## src/rtl/dly_cfg_pkg.sv

```systemverilog
// Package: shared constants for the serial delay-configuration front end.
// Assumes exactly two delay channels addressed by one select bit.
package dly_cfg_pkg;
    localparam int CODE_W      = 9;                       // delay code width
    localparam int NUM_CH      = 2;                       // number of channels
    localparam int SEL_W       = (NUM_CH > 1) ? $clog2(NUM_CH) : 1;
    localparam int WORD_W      = SEL_W + 1 + CODE_W;      // select + mode + code
    localparam int SYNC_STAGES = 2;                       // synchroniser depth

    typedef logic [CODE_W-1:0] code_t;
    typedef logic [WORD_W-1:0] word_t;
endpackage

```

## src/rtl/dly_cfg_sync.sv

```systemverilog
// Module: bank of multi-flop synchronisers, one chain per input bit.
// Assumes inputs are asynchronous levels that stay stable for several clocks.
module dly_cfg_sync #(
    parameter int WIDTH  = 4,
    parameter int STAGES = 2
) (
    input  logic             clk,
    input  logic             rst_n,
    input  logic [WIDTH-1:0] async_i,
    output logic [WIDTH-1:0] sync_o
);
    logic [WIDTH-1:0] stage_q [STAGES];

    // First stage samples the raw asynchronous inputs.
    always_ff @(posedge clk) begin
        if (!rst_n) stage_q[0] <= '0;
        else        stage_q[0] <= async_i;
    end

    generate
        for (genvar s = 1; s < STAGES; s++) begin : g_stage
            // Each later stage resamples the previous one.
            always_ff @(posedge clk) begin
                if (!rst_n) stage_q[s] <= '0;
                else        stage_q[s] <= stage_q[s-1];
            end
        end
    endgenerate

    assign sync_o = stage_q[STAGES-1];
endmodule

```

## src/rtl/dly_cfg_shifter.sv

```systemverilog
// Module: shift-clock edge detector and serial-in shift register.
// Assumes shift clock and data arrive already synchronised with equal latency.
module dly_cfg_shifter #(
    parameter int WORD_W = 11
) (
    input  logic              clk,
    input  logic              rst_n,
    input  logic              sclk_i,
    input  logic              sdin_i,
    output logic              sclk_rise_o,
    output logic [WORD_W-1:0] shreg_o,
    output logic [WORD_W-1:0] shreg_next_o
);
    logic sclk_q;

    // Remember the previous shift-clock level for edge detection.
    always_ff @(posedge clk) begin
        if (!rst_n) sclk_q <= 1'b0;
        else        sclk_q <= sclk_i;
    end

    // A rising edge is a high level now that was low one cycle earlier.
    assign sclk_rise_o = sclk_i & ~sclk_q;

    // Next content: one position towards the MSB with new data at bit 0.
    always_comb begin
        if (sclk_rise_o) shreg_next_o = {shreg_o[WORD_W-2:0], sdin_i};
        else             shreg_next_o = shreg_o;
    end

    // Register the shift register content.
    always_ff @(posedge clk) begin
        if (!rst_n) shreg_o <= '0;
        else        shreg_o <= shreg_next_o;
    end
endmodule

```

## src/rtl/dly_cfg_latch.sv

```systemverilog
// Module: per-channel code latches and shared mode bit, open while load is high.
// Assumes the word input already includes any shift of the current cycle.
module dly_cfg_latch #(
    parameter int NUM_CH = 2,
    parameter int SEL_W  = 1,
    parameter int CODE_W = 9,
    localparam int WORD_W = SEL_W + 1 + CODE_W
) (
    input  logic                           clk,
    input  logic                           rst_n,
    input  logic                           open_i,
    input  logic [WORD_W-1:0]              word_i,
    output logic [NUM_CH-1:0][CODE_W-1:0]  code_o,
    output logic                           mode_o
);
    logic [SEL_W-1:0]  sel;
    logic              mode_bit;
    logic [CODE_W-1:0] code_bits;

    // Split the word into select, mode and code fields.
    assign sel       = word_i[WORD_W-1 -: SEL_W];
    assign mode_bit  = word_i[CODE_W];
    assign code_bits = word_i[CODE_W-1:0];

    generate
        for (genvar ch = 0; ch < NUM_CH; ch++) begin : g_chan
            // Channel follows the word while open and addressed.
            always_ff @(posedge clk) begin
                if (!rst_n)
                    code_o[ch] <= '0;
                else if (open_i && (sel == SEL_W'(ch)))
                    code_o[ch] <= code_bits;
            end
        end
    endgenerate

    // Mode bit follows the word while the latch is open.
    always_ff @(posedge clk) begin
        if (!rst_n)      mode_o <= 1'b0;
        else if (open_i) mode_o <= mode_bit;
    end
endmodule

```

## src/rtl/dly_cfg_top.sv

```systemverilog
// Module: serial configuration front end for a two-channel programmable delay.
// Assumes all serial-side inputs are asynchronous and slow against clk.
module dly_cfg_top
    import dly_cfg_pkg::*;
(
    input  logic              clk,
    input  logic              rst_n,
    input  logic              ser_data_i,
    input  logic              ser_clk_i,
    input  logic              ser_load_i,
    input  logic              mask_req_i,
    output logic [CODE_W-1:0] chan0_code_o,
    output logic [CODE_W-1:0] chan1_code_o,
    output logic              mode_sel_o,
    output logic              out_mask_o
);
    logic [3:0]                     sync_v;
    logic                           sdin_s;
    logic                           sclk_s;
    logic                           sload_s;
    logic                           sclk_rise;
    word_t                          shreg;
    word_t                          shreg_next;
    logic [NUM_CH-1:0][CODE_W-1:0]  codes;

    // Bring all serial-side inputs into the clock domain.
    dly_cfg_sync #(.WIDTH(4), .STAGES(SYNC_STAGES)) u_sync (
        .clk     (clk),
        .rst_n   (rst_n),
        .async_i ({mask_req_i, ser_load_i, ser_clk_i, ser_data_i}),
        .sync_o  (sync_v)
    );

    assign sdin_s     = sync_v[0];
    assign sclk_s     = sync_v[1];
    assign sload_s    = sync_v[2];
    assign out_mask_o = sync_v[3];

    dly_cfg_shifter #(.WORD_W(WORD_W)) u_shift (
        .clk          (clk),
        .rst_n        (rst_n),
        .sclk_i       (sclk_s),
        .sdin_i       (sdin_s),
        .sclk_rise_o  (sclk_rise),
        .shreg_o      (shreg),
        .shreg_next_o (shreg_next)
    );

    dly_cfg_latch #(.NUM_CH(NUM_CH), .SEL_W(SEL_W), .CODE_W(CODE_W)) u_latch (
        .clk    (clk),
        .rst_n  (rst_n),
        .open_i (sload_s),
        .word_i (shreg_next),
        .code_o (codes),
        .mode_o (mode_sel_o)
    );

    assign chan0_code_o = codes[0];
    assign chan1_code_o = codes[1];
endmodule

```

## config.mk

```make
export PLATFORM = sky130hd
export DESIGN_NAME = dly_cfg_top
export DESIGN_NICKNAME = d
export VERILOG_FILES = /design/src/rtl/dly_cfg_pkg.sv /design/src/rtl/dly_cfg_sync.sv /design/src/rtl/dly_cfg_shifter.sv /design/src/rtl/dly_cfg_latch.sv /design/src/rtl/dly_cfg_top.sv
export SDC_FILE = /design/constraint.sdc
export NUM_CORES = 1
export LEC_CHECK = 0
export ABC_CLOCK_PERIOD_IN_PS = 1700
export BUFFER_PORTS_ARGS = -buffer_cell sky130_fd_sc_hd__buf_2
export CORE_ASPECT_RATIO = 0.7
export CORE_MARGIN = 5
export CORE_UTILIZATION = 55
export DETAILED_ROUTE_END_ITERATION = 10
export PLACE_DENSITY = 0.77
export SYNTH_ARGS = -nofsm -noshare
export SYNTH_HDL_FRONTEND = slang
export SYNTH_SLANG_ARGS = --single-unit
```

## constraint.sdc

```tcl
create_clock -name clk -period 1.7 [get_ports clk]
set_input_delay 0.34 -clock clk [delete_from_list [all_inputs] [get_ports clk]]
set_output_delay 0.34 -clock clk [all_outputs]
set_load 0.1 [all_outputs]
```

Word level (Yosys, flattened, before mapping)
Memories as Yosys holds them, arrays and structs flattened.
Index checks and enable logic that the tools add are counted.
- multipliers: 0
- mux-type cells: 5
- add/sub/neg operators: 0
- shift-type cells: 0
- reductions and logical operators: 2
- divide/modulo/power cells: 0
- $lt $le $gt $ge: 0
- bitwise gates (word level): 5
- equal/unequal tests: 0
- operators with widths (cell ; number):
    two-way mux 11 bit ; 1
    two-way mux 4 bit ; 2
    logical AND 1 bit ; 2
    two-way mux 1 bit ; 2
    NOT 1 bit ; 2
    bitwise OR 1 bit ; 2
    AND 1 bit ; 1
- memories kept: 1
- word-level logic and storage cells: 18
- bits of input ports: 6
- output and inout bits: 20
- bits in read-only memories: 0
- latch bits: 0
- bits in registers: 31
- bits in writable memories: 8
- memories (memory ; depth ; width ; read ports ; clocked after memory_dff ; wr ports ; line ; text):
    u_sync.stage_q ; 2 ; 4 ; 2 ; 0 ; 2 ; dly_cfg_sync.sv:12 ; logic [WIDTH-1:0] stage_q [STAGES];

Logic depth before layout (Yosys ltp)
- depth in word-level cells: 5
- depth in mapped cells: 6
- depth with buffers taken out: 3

Cells and area by module
From an unflattened synthesis, not the netlist that was laid out.
- cell total of the unflattened synthesis: 141
- area total of the unflattened synthesis: 1571.5 sq um
- by module, submodules not included (module ; times used ; sequential area each (sq um) ; area each (sq um) ; cells each):
    dly_cfg_latch ; 1 ; 380.4 ; 749.5 ; 73
    dly_cfg_shifter ; 1 ; 240.2 ; 611.8 ; 52
    dly_cfg_sync ; 1 ; 160.2 ; 210.2 ; 16

Worst setup path after synthesis
Ideal clock, no wire load.
- kind: flip-flop to flip-flop
- from: register u_latch.mode_o (netlist name)
- to: register u_latch.mode_o
- clock period less this slack: 1324 ps
- required time: 1614 ps
- cell stages (with the launch flop): 3
- slack: 376 ps
- arrival time: 1238 ps
- path buffers: 0
- library setup time: 86 ps
- cells stage by stage: dfxtp_1 > nor2_1 > a211oi_1
- RTL lines (element ; line ; text):
    end signal: assignment ; dly_cfg_latch.sv:40 ; else if (open_i) mode_o <= mode_bit;
    end: declaration ; dly_cfg_latch.sv:14 ; output logic mode_o

Final worst setup path
- from: register u_shift.sclk_q
- to: register u_latch.code_o[14] (netlist name)
- cells in the longest elaborated chain, start to end: 4
- ends and longest elaborated chain (element ; line ; text):
    start: declaration ; dly_cfg_shifter.sv:14 ; logic sclk_q;
    start signal: assignment ; dly_cfg_shifter.sv:19 ; else sclk_q <= sclk_i;
    NOT 1 bit (*) ; dly_cfg_shifter.sv:23 ; assign sclk_rise_o = sclk_i & ~sclk_q;
    AND 1 bit (*) ; dly_cfg_shifter.sv:23 ;
    two-way mux 11 bit (*) ; dly_cfg_shifter.sv:27 ; if (sclk_rise_o) shreg_next_o = {shreg_o[WORD_W-2:0], sdin_i};
    logical AND 1 bit ; dly_cfg_latch.sv:31 ; else if (open_i && (sel == SEL_W'(ch)))
    end signal: indexed assignment ; dly_cfg_latch.sv:32 ; code_o[ch] <= code_bits;
    end: declaration ; dly_cfg_latch.sv:13 ; output logic [NUM_CH-1:0][CODE_W-1:0] code_o,
Every way passes the cells marked *; elsewhere a longest branch is shown, timed or not.
A chain may end at the register's enable or synchronous reset.

==> results.yml <==
timing:
  slew_headroom_pct: 66.0
  fmaxAchievable_mhz: 677
  grt_setup_unrepaired: "no"
  setup_violations: 0
  min_period_over_period_pct: 86.9
  min_period_ns: 1.48
  finClkSkew_ns: 0.00853
  final-hold-violation-count: 0
  worstMarginPinSlew_ns: 0.510
  fin_setup_tns_ns: 0
  slew_viol_final: 0
floorplanning:
  die-area_um2: 4400
  die_height_um: 57.0
  io_pins: 26
  row_count: 17
  initial_utilization_pct: 56.3
  die_w_um: 77.1
  coreArea_um2: 3080
logic_synthesis:
  seq_area_frac_synth_pct: 45.0
  synthTopCellsByArea: "dfxtp_1 (45%), o221a_1 (12%), and4bb_2 (5.8%)"
  synth_top_area_cell: "dfxtp_1"
  synth_top_area_share_pct: 45.0
  synth_commonest_cells: "dfxtp_1 (39), nand2_1 (22), nor2_1 (20)"
  ys_warn_count: 0
  synth_most_common_cell: "dfxtp_1"
  synth.net_count: 184
  synthFlopType: "dfxtp_1"
  syn_area_um2: 1740
  synth_enable_flop_cells: 0
  synth-seq-cells: 39
  synth-async-reset-ratio_pct: 0
  ys_types: 22
  synthCells: 178
  avgSynthCellArea_um2: 9.75
layout:
  num-nets-final: 208
  drive_gt1_share_pct: 25.6
  n_antenna_cell: 0
  final_cells: 241
  fin_area_um2: 2000
  nFillCells: 249
  syn_to_final_growth_pct: 15.1
placed_design:
  dp_cells: 233
  io_buffers: 25
  place_hpwl_mm: 2.69
  gp_congestion: 0.924
  placed_cell_area_um2: 1860
min_path:
  whs_path_depth: 2
  hold_start: "mask_req_i"
  worstHoldEndpoint: "u_sync.stage_q[0][3]"
  hold_class: "primary input to register"
drt:
  wl_mm: 3.77
  drt-vias-per-instance: 5.54
  wl_met2_mm: 1.70
  wire_per_inst_um: 15.6
  routed.top_layer: "met4"
  firstDrtPassIters: 4
  antenna_left: 0
  drc: 0
  drt_iter0_markers: 68
  routed-wl-met3_um: 222
  met1_length_mm: 1.76
  vias: 1334
grt:
  track_usage_pct: 18.4
  grt_antenna_before_repair: 0
  grt_pass1_vias: 1312
  grt_max_degree: 28
  overflow: 0
  grt_pass1_wl_mm: 6.36
clocking:
  cts_tree: "built"
  clk_pin_slew_ns: 0.07
  clockBufferDepth: 2
  cts_sinks: 39
  cts.hold.buffers_added: 0
  cts-htree-levels: 2
  numCtsBuffers: 5
  clock_latency_ns: 0.30
  cts-root-buf: "clkbuf_8"
critical_path:
  start_kind: "register"
  reg2regPathDepth: 3
  worstPathMaxFanout: 12
  slowest_stage: "dfxtp_1"
  crit_buf_inv: 0
  r2r-end: "u_latch.code_o[14]"
  end_kind: "register"
  rrSetupSlack_ns: 0.22
  crit_family: "flip-flops"
  slowest_delay_ns: 0.40
  arrival_ns: 1.71
  crit_chain: "and2b_4 > mux2i_4 > o221a_1"
  rr_startpoint: "u_shift.sclk_q"
  crit_type: "register to register"
  crit_required_ns: 1.93
run_status:
  status: "completed"
power_and_ir_drop:
  p_leak_nw: 0.801
  p_per_area_nw_per_um2: 1020
  ir_drop_mv: 0.674
run:
  max_cap_violations: 0
## sequential cells by signal, summed over array words and instances (netlist names)
signal           cells
u_latch.code_o      18
u_shift.shreg_o     11
u_sync.stage_q       8
u_shift.sclk_q       1
u_latch.mode_o       1
## layout make-up
type	count	area (um2)	share of cell area [%]
inverter	11	41.3	2.07
clock buffer	6	72.6	3.63
sequential	39	781	39.1
multi-input combinational	113	817	40.9
timing repair buffer	32	178	8.90
tap	38	47.5	2.38
clock inverter	2	60.1	3.01
## worst reg2reg max path: stages (launching register included)
cell	delay [ns]
dfxtp_1	0.40
and2b_4	0.39
mux2i_4	0.39
o221a_1	0.24
## cells in the final DEF (no fill, tap or decap), types with 7 or more instances in the layout
cell type   n
a31oi_1     9
nor2_1     20
nand2_1    22
inv_1      11
o221a_1    18
and2_1      9
mux2i_1    10
buf_2      25
a21oi_1    10
dfxtp_1    39
and4bb_2    8
buf_4       7
## where the power goes
part           switching, W  internal, W
logic              0.000137    0.0000426
registers         0.0000133     0.000934
clock network      0.000317     0.000586
## through the flow
step           setup slack (ns)  utilization [%]  hold WS (ns)  power (W)
2_1_floorplan             0.376                -         0.412    0.00112
3_3_place_gp              0.249             60.2         0.415    0.00114
3_5_place_dp              0.147             60.2         0.423    0.00115
4_1_cts                   0.133             64.5         0.242    0.00204
5_1_grt                   0.123             64.7         0.249    0.00210
6_report                  0.222             64.7         0.243    0.00203
## per-layer routing
metal / GRT usage (%) / vias to the layer above
met5: 0 / -
met4: 8.82 / 0
met3: 4.57 / 10
met2: 28.5 / 33
met1: 24.1 / 618
li1: - / 673
## worst max-delay path by stage
stage	from	end	slack, ns	cells after the start
2_1_floorplan	u_latch.mode_o	u_latch.mode_o	0.38	2
3_3_place_gp	u_shift.sclk_q	u_latch.code_o[15]	0.25	3
3_5_place_dp	u_shift.sclk_q	u_latch.code_o[11]	0.15	3
4_1_cts	u_shift.sclk_q	u_latch.code_o[11]	0.13	3
5_1_grt	u_shift.sclk_q	u_latch.code_o[4]	0.12	3
6_report	u_shift.sclk_q	u_latch.code_o[14]	0.22	3
## cell families after synthesis
| logic type | Yosys count | synth area share (%) |
|---|---|---|
| and+or+nand+nor | 63 | 20.6 |
| AOI/OAI and AO/OA | 39 | 19.4 |
| muxes | 11 | 6.56 |
| DFF | 39 | 45.0 |
| buffers and inverters | 26 | 8.43 |
## timing repair
action / 4_1_cts / 5_1_grt
hold endpoints to repair: 0 / 0
resized for setup: 0 / 1
buffers inserted: 0 / 0
setup endpoints to repair: 0 / 2
Power figures use the tool's default switching activity.
